--- src/rtl/sinc_pkg.sv ---
package sinc_pkg;
  typedef enum logic [1:0] {
    FT_SINC1 = 2'd0,
    FT_SINC2 = 2'd1,
    FT_SINC3 = 2'd2,
    FT_FAST2 = 2'd3
  } ftype_e;

  function automatic logic [1:0] settle_need(ftype_e t);
    case (t)
      FT_SINC1: settle_need = 2'd0;
      FT_SINC2: settle_need = 2'd1;
      default:  settle_need = 2'd2;
    endcase
  endfunction
endpackage

--- src/rtl/sinc_integ.sv ---
module sinc_integ #(
  parameter int ACC_W = 32
) (
  input  logic                    clk_i,
  input  logic                    rst_ni,
  input  logic                    clr_i,
  input  logic                    en_i,
  input  logic                    bit_i,
  output logic signed [ACC_W-1:0] n1_o,
  output logic signed [ACC_W-1:0] n2_o,
  output logic signed [ACC_W-1:0] n3_o
);
  logic signed [ACC_W-1:0] a1, a2, a3, x;

  // outputs already include the sample being accepted
  always_comb begin
    x    = bit_i ? ACC_W'(1) : '1;
    n1_o = a1 + x;
    n2_o = a2 + n1_o;
    n3_o = a3 + n2_o;
  end

  always_ff @(posedge clk_i or negedge rst_ni) begin
    if (!rst_ni) begin
      a1 <= '0; a2 <= '0; a3 <= '0;
    end else if (clr_i) begin
      a1 <= '0; a2 <= '0; a3 <= '0;
    end else if (en_i) begin
      a1 <= n1_o; a2 <= n2_o; a3 <= n3_o;
    end
  end
endmodule

--- src/rtl/sinc_comb.sv ---
module sinc_comb
  import sinc_pkg::*;
#(
  parameter int ACC_W = 32
) (
  input  logic                    clk_i,
  input  logic                    rst_ni,
  input  logic                    clr_i,
  input  logic                    tick_i,
  input  logic                    half_i,
  input  logic                    use_half_i,
  input  ftype_e                  ftype_i,
  input  logic signed [ACC_W-1:0] n1_i,
  input  logic signed [ACC_W-1:0] n2_i,
  input  logic signed [ACC_W-1:0] n3_i,
  output logic signed [ACC_W-1:0] res_o
);
  logic signed [ACC_W-1:0] d1a, d2a, d2b, d3a, d3b, d3c;
  logic signed [ACC_W-1:0] hz1, hz2, hval;
  logic signed [ACC_W-1:0] m1, m2, m3, hm, fsum;

  always_comb begin
    m1   = n1_i - d1a;
    m2   = n2_i - (d2a <<< 1) + d2b;
    m3   = n3_i - ((d3a <<< 1) + d3a) + ((d3b <<< 1) + d3b) - d3c;
    hm   = n2_i - (hz1 <<< 1) + hz2;
    fsum = m2 + (use_half_i ? hval : m2);
    case (ftype_i)
      FT_SINC1: res_o = m1;
      FT_SINC2: res_o = m2;
      FT_SINC3: res_o = m3;
      default:  res_o = fsum >>> 1;
    endcase
  end

  always_ff @(posedge clk_i or negedge rst_ni) begin
    if (!rst_ni) begin
      d1a <= '0; d2a <= '0; d2b <= '0; d3a <= '0; d3b <= '0; d3c <= '0;
      hz1 <= '0; hz2 <= '0; hval <= '0;
    end else if (clr_i) begin
      d1a <= '0; d2a <= '0; d2b <= '0; d3a <= '0; d3b <= '0; d3c <= '0;
      hz1 <= '0; hz2 <= '0; hval <= '0;
    end else begin
      if (tick_i) begin
        d1a <= n1_i;
        d2b <= d2a; d2a <= n2_i;
        d3c <= d3b; d3b <= d3a; d3a <= n3_i;
      end
      if (half_i) begin
        hval <= hm;
        hz2  <= hz1; hz1 <= n2_i;
      end
    end
  end

  // half-phase capture never coincides with the main decimation event
  p_half_apart_r5: assert property (@(posedge clk_i) disable iff (!rst_ni)
    half_i |-> !tick_i);
endmodule

--- src/rtl/sinc_outfmt.sv ---
module sinc_outfmt #(
  parameter int ACC_W = 32,
  parameter int OUT_W = 16,
  parameter int SH_W  = 5
) (
  input  logic                    out16_i,
  input  logic [SH_W-1:0]         shift_i,
  input  logic signed [ACC_W-1:0] y_i,
  output logic [ACC_W-1:0]        data_o,
  output logic                    sat_o
);
  localparam logic signed [ACC_W-1:0] MAXV = ACC_W'((2 ** (OUT_W - 1)) - 1);
  localparam logic signed [ACC_W-1:0] MINV = -MAXV - ACC_W'(1);

  logic signed [ACC_W-1:0] sh, cl;

  always_comb begin
    sh    = y_i >>> shift_i;
    sat_o = 1'b0;
    cl    = sh;
    if (sh > MAXV) begin
      cl = MAXV; sat_o = 1'b1;
    end else if (sh < MINV) begin
      cl = MINV; sat_o = 1'b1;
    end
    if (out16_i) data_o = {{(ACC_W-OUT_W){cl[OUT_W-1]}}, cl[OUT_W-1:0]};
    else begin
      data_o = y_i;
      sat_o  = 1'b0;
    end
  end
endmodule

--- src/rtl/sinc_decim.sv ---
module sinc_decim
  import sinc_pkg::*;
#(
  parameter int ACC_W = 32,
  parameter int OSR_W = 8,
  parameter int SH_W  = 5,
  parameter int OUT_W = 16
) (
  input  logic             clk_i,
  input  logic             rst_ni,
  input  logic             restart_i,
  input  logic             bit_vld_i,
  input  logic             bit_i,
  input  logic [1:0]       ftype_i,
  input  logic [OSR_W-1:0] osr_m1_i,
  input  logic             out16_i,
  input  logic [SH_W-1:0]  shift_i,
  output logic             vld_o,
  output logic [ACC_W-1:0] data_o,
  output logic             sat_o
);
  localparam int MAX16 = (2 ** (OUT_W - 1)) - 1;

  ftype_e                  ftype;
  logic [OSR_W-1:0]        cnt;
  logic [OSR_W:0]          osr_p1, half_w, half_pos;
  logic                    use_half, acc, tick, half, emit;
  logic [1:0]              settle;
  logic signed [ACC_W-1:0] n1, n2, n3, res;
  logic [ACC_W-1:0]        fmt_data;
  logic                    fmt_sat;

  always_comb begin
    ftype    = ftype_e'(ftype_i);
    osr_p1   = {1'b0, osr_m1_i} + 1'b1;
    half_w   = osr_p1 >> 1;
    half_pos = {1'b0, osr_m1_i} - half_w;
    use_half = (half_w != '0);
    acc      = bit_vld_i && !restart_i;
    tick     = acc && (cnt == osr_m1_i);
    half     = acc && use_half && ({1'b0, cnt} == half_pos);
    emit     = tick && (settle >= settle_need(ftype));
  end

  always_ff @(posedge clk_i or negedge rst_ni) begin
    if (!rst_ni) begin
      cnt <= '0; settle <= '0;
    end else if (restart_i) begin
      cnt <= '0; settle <= '0;
    end else if (acc) begin
      cnt <= tick ? '0 : cnt + 1'b1;
      if (tick && settle != 2'd3) settle <= settle + 1'b1;
    end
  end

  sinc_integ #(.ACC_W(ACC_W)) u_integ (
    .clk_i, .rst_ni, .clr_i(restart_i), .en_i(acc), .bit_i,
    .n1_o(n1), .n2_o(n2), .n3_o(n3)
  );

  sinc_comb #(.ACC_W(ACC_W)) u_comb (
    .clk_i, .rst_ni, .clr_i(restart_i), .tick_i(tick), .half_i(half),
    .use_half_i(use_half), .ftype_i(ftype),
    .n1_i(n1), .n2_i(n2), .n3_i(n3), .res_o(res)
  );

  sinc_outfmt #(.ACC_W(ACC_W), .OUT_W(OUT_W), .SH_W(SH_W)) u_fmt (
    .out16_i, .shift_i, .y_i(res), .data_o(fmt_data), .sat_o(fmt_sat)
  );

  always_ff @(posedge clk_i or negedge rst_ni) begin
    if (!rst_ni) begin
      vld_o <= 1'b0; data_o <= '0; sat_o <= 1'b0;
    end else begin
      vld_o <= emit;
      sat_o <= emit && fmt_sat;
      if (emit) data_o <= fmt_data;
    end
  end

  p_idle_no_out_r3: assert property (@(posedge clk_i) disable iff (!rst_ni)
    !bit_vld_i |=> !vld_o);
  p_restart_wins_r7: assert property (@(posedge clk_i) disable iff (!rst_ni)
    restart_i |=> !vld_o);
  p_sat_with_vld_r9: assert property (@(posedge clk_i) disable iff (!rst_ni)
    sat_o |-> vld_o);
  p_no_sat_wide_r8: assert property (@(posedge clk_i) disable iff (!rst_ni)
    !out16_i |=> !sat_o);
  p_range16_r9: assert property (@(posedge clk_i) disable iff (!rst_ni)
    out16_i |=> (!vld_o || ($signed(data_o) <= MAX16 && $signed(data_o) >= -MAX16 - 1)));
endmodule

--- config.mk ---
export PLATFORM = sky130hd
export DESIGN_NAME = sinc_decim
export DESIGN_NICKNAME = d
export VERILOG_FILES = /design/src/rtl/sinc_pkg.sv /design/src/rtl/sinc_integ.sv /design/src/rtl/sinc_comb.sv /design/src/rtl/sinc_outfmt.sv /design/src/rtl/sinc_decim.sv
export SDC_FILE = /design/constraint.sdc
export NUM_CORES = 2
export LEC_CHECK = 0
export ABC_AREA = 0
export BUFFER_PORTS_ARGS = -buffer_cell sky130_fd_sc_hd__buf_2
export CORE_MARGIN = 2
export CORE_UTILIZATION = 63
export DETAILED_ROUTE_END_ITERATION = 16
export HOLD_SLACK_MARGIN = 0.12
export PLACE_DENSITY = 0.77
export SLEW_MARGIN = 20
export SYNTH_ARGS = -nofsm -noshare
export SYNTH_HDL_FRONTEND = slang
export SYNTH_HIERARCHICAL = 1
export SYNTH_SLANG_ARGS = --single-unit
export TNS_END_PERCENT = 100
--- constraint.sdc ---
create_clock -name clk_i -period 14.55 [get_ports clk_i]
set_clock_uncertainty 0.1 [all_clocks]
set_input_delay 2.91 -clock clk_i [delete_from_list [all_inputs] [get_ports clk_i]]
set_output_delay 2.91 -clock clk_i [all_outputs]
set_load 0.05 [all_outputs]
==> key figures <==
STA
  – Min Hold Slack: 0.382 ns
  – Final Hold Fails: 0
  – Fmax: 0.0706 GHz
  – Worst-margin pin slew: 1.15 ns
  – Tcrit/Tclk final: slightly below 100%
  – Final setup vio count: 0
  – Max-slew violation count: 0
  – Crit path time final: 14.16 ns
  – Slew HR: 23.2%

Clock tree
  – CTS tree: done
  – Clock transition at the registers of the reported paths: 0.06 ns
  – Clock Sinks: 428
  – CTS Buf Count: 50
  – Root buf cell: clkbuf_16
  – H-tree Lvls: 2
  – Latest clock arrival within the worst-skew pair: 0.63 ns
  – Max clock buf depth: 3

Drt
  – Residual DRC: 0
  – Detail Route Antenna Nets: 0
  – Post-Route WL: between 100000 and 150000 um
  – DR vias/cell: 6.09
  – Via count: roughly 32000
  – TritonRoute pass-1 iters: 7
  – Initial DRC Count: roughly 2800
  – Wirelength per Cell: 20.3 um

Critical path
  – Reg-to-reg critical path startpoint: u_integ/a1[0]
  – Critical path required time: ~15 ns
  – Critical Path Source: bit_i
  – Startpoint types: input pin
  – Bufs and invs on worst path: 6
  – Top delay family on crit path: compound AO/OA/AOI/OAI gates
  – Critical path's largest stage delay: ~0.59 ns
  – CP Max Fanout: 15
  – CP Class: in -> reg
  – Slowest stage cell, crit path: fa_1
  – Crit path DAT: approximately 15 ns
  – Setup crit end kind: flip-flop

Global route
  – Global-route wire length before repair: 172000 um
  – Largest net degree at the start of global routing: 122
  – Total track usage: 33.7%
  – Vias in the first global route: around 32000
  – Initial antenna violation count: 4
  – Grt ovf: 0

Floorplan
  – Initial core utilization: 63.9%
  – DIE HEIGHT: 254 um
  – Die W: between 200 and 300 um
  – CORE AREA: about 62000 um2
  – Placement Rows: 91
  – Number of I/O pins: 55
  – Area of the die: between 60000 and 70000 um2

Synthesis
  – Post-synthesis xor/xnor area fraction: 5.83%
  – Area share of fa/ha/maj cells after synthesis: 17.7%
  – Post-synthesis mux area share: ~14%
  – Post-synthesis cell type count: 125
  – Share of the synthesized area in the top cell type: 27.1%
  – Ys flop type: dfrtp_1
  – Mean post-synth cell area: 9.08 um2
  – Main combinational cell family by area after synthesis: adder cells
  – Synth area leaders: dfrtp_1 (27%), mux2i_1 (9.7%), fa_1 (9.5%), ha_1 (8.2%), inv_1 (5.5%)
  – Commonest cells in the synthesized netlist: inv_1 (578), nor2_1 (531), dfrtp_1 (428)
  – Cells after Synth: 4351
  – Yosys warnings: 6
  – Post-synthesis simple-gate area fraction: 12.4%
  – Synth Area in Compound Gates: 15.8%
  – Seq/Total Area, Yosys: 27.1%
  – Post-synth EDFFs: 0
  – Syn_nets: 4818
  – Post-synth ARST share: 100%
  – Synthesis-stage register bit count: 428
  – Most common cell in the synthesized netlist: inv_1
  – Synth area leader: dfrtp_1
  – Mapped Area: 39500 um2

Finish
  – Fillers: 4788
  – Share of cells above drive strength 1: 11.8%
  – Nets@finish: a little under 5000
  – Antenna diodes: 0
  – Area Overhead vs Synth: 9.75%

Placement
  – Final RePlAce weighted congestion: 0.954
  – Final HPWL DP: 81500 um
  – # port buffers: 54

Run status
  – Status: finished clean

Worst hold path
  – HP Start: data_o[3]
  – Worst hold path type: reg -> reg

Flow run
  – Max Cap Viol: 0
==> stage by stage <==
| stage | instances | setup WS [ns] | util, % | area, um2 | setup TNS [ns] |
|---|---|---|---|---|---|
| floorplan | 4351 | 0.387 | - | 39500 | 0 |
| global placement | 5238 | 0.0915 | 66.9 | 41400 | 0 |
| detailed placement | 5238 | -0.178 | 66.9 | 41400 | -1.90 |
| CTS | 5329 | 0.409 | 69.7 | 43100 | 0 |
| global route | 5333 | -0.0472 | 70.1 | 43300 | -0.0610 |
| finish | 5333 | 0.391 | 70.1 | 43300 | 0 |
==> cell usage in the layout, fill, tap and decap left out, drive strengths merged, types with 14 or more instances in the layout <==
cell type and instances:
a21o 130, or3 15, and3 22, a31oi 28
or2 15, dfrtp 428, buf 232, nor3 45
mux2 66, o22ai 14, o21bai 28, xnor2 171
clkbuf 71, o21ai 170, mux2i 382, nand2 209
nand3 69, nand4 23, nor2 532, and2 18
o221ai 29, inv 581, o31ai 14, o21a 33
nand2b 36, fa 187, nor2b 37, mux4 35
ha 259, xor2 85, a21oi 234, a211oi 40
o211ai 17
==> layer usage <==
metal,part of all wire [%],GRT usage (%),vias up
met5,0.012,0,-
met4,3.1,10.3,2
met3,7.9,5.44,190
met2,45,53.1,1138
met1,44,48.0,16000
li1,-,-,15200
==> worst paths after layout <==
| path | end | slack [ns] | cells past startpoint |
|---|---|---|---|
| hold reg to reg | data_o[3] | 0.38 | 1 |
| hold / removal | data_o[3] | 0.38 | 1 |
| setup / recovery | data_o[2] | 0.39 | 50 |
| setup reg to reg | data_o[2] | 2.62 | 45 |
| max in group asynchronous | data_o[24] | 9.86 | 3 |
| min in group asynchronous | u_comb/hz2[2] | 2.19 | 1 |
==> sequential cells by signal, summed over array words and instances, names as in the netlist, 2 cells and up <==
name,cells
data_o,32
u_comb/d1a,32
u_comb/d2a,32
u_comb/d2b,32
u_comb/d3a,32
u_comb/d3b,32
u_comb/d3c,32
u_comb/hval,32
u_comb/hz1,32
u_comb/hz2,32
u_integ/a1,32
u_integ/a2,32
u_integ/a3,32
cnt,8
settle,2
==> cell type report <==
type / count / area, um2 / area share [%]
flip-flops and latches: 428 / 10700 / 24.7
multi-input cells: 3164 / 26000 / 60.0
repair buffers: 232 / 1660 / 3.84
clock inverters: 20 / 262 / 0.603
well taps: 837 / 1050 / 2.42
inverters: 581 / 2190 / 5.05
clock buffers: 71 / 1470 / 3.39
==> what timing repair did <==
action / 4_1_cts / 5_1_grt
resized for setup: 0 / 40
endpoints found under the setup margin: 0 / 16
hold buffers: 0 / 0
setup buffers: 0 / 4
==> kinds of logic after synthesis <==
logic type | count (synthesis)
xor gates and xnor gates | 258
DFF | 428
adders and majority gates | 446
and+or+nand+nor | 1077
muxes | 483
AOI/OAI and AO/OA | 900
buffers and inverters | 759
Power is not shown: default switching activity piles up to over one toggle a cycle in this logic, so the estimate is an artifact.
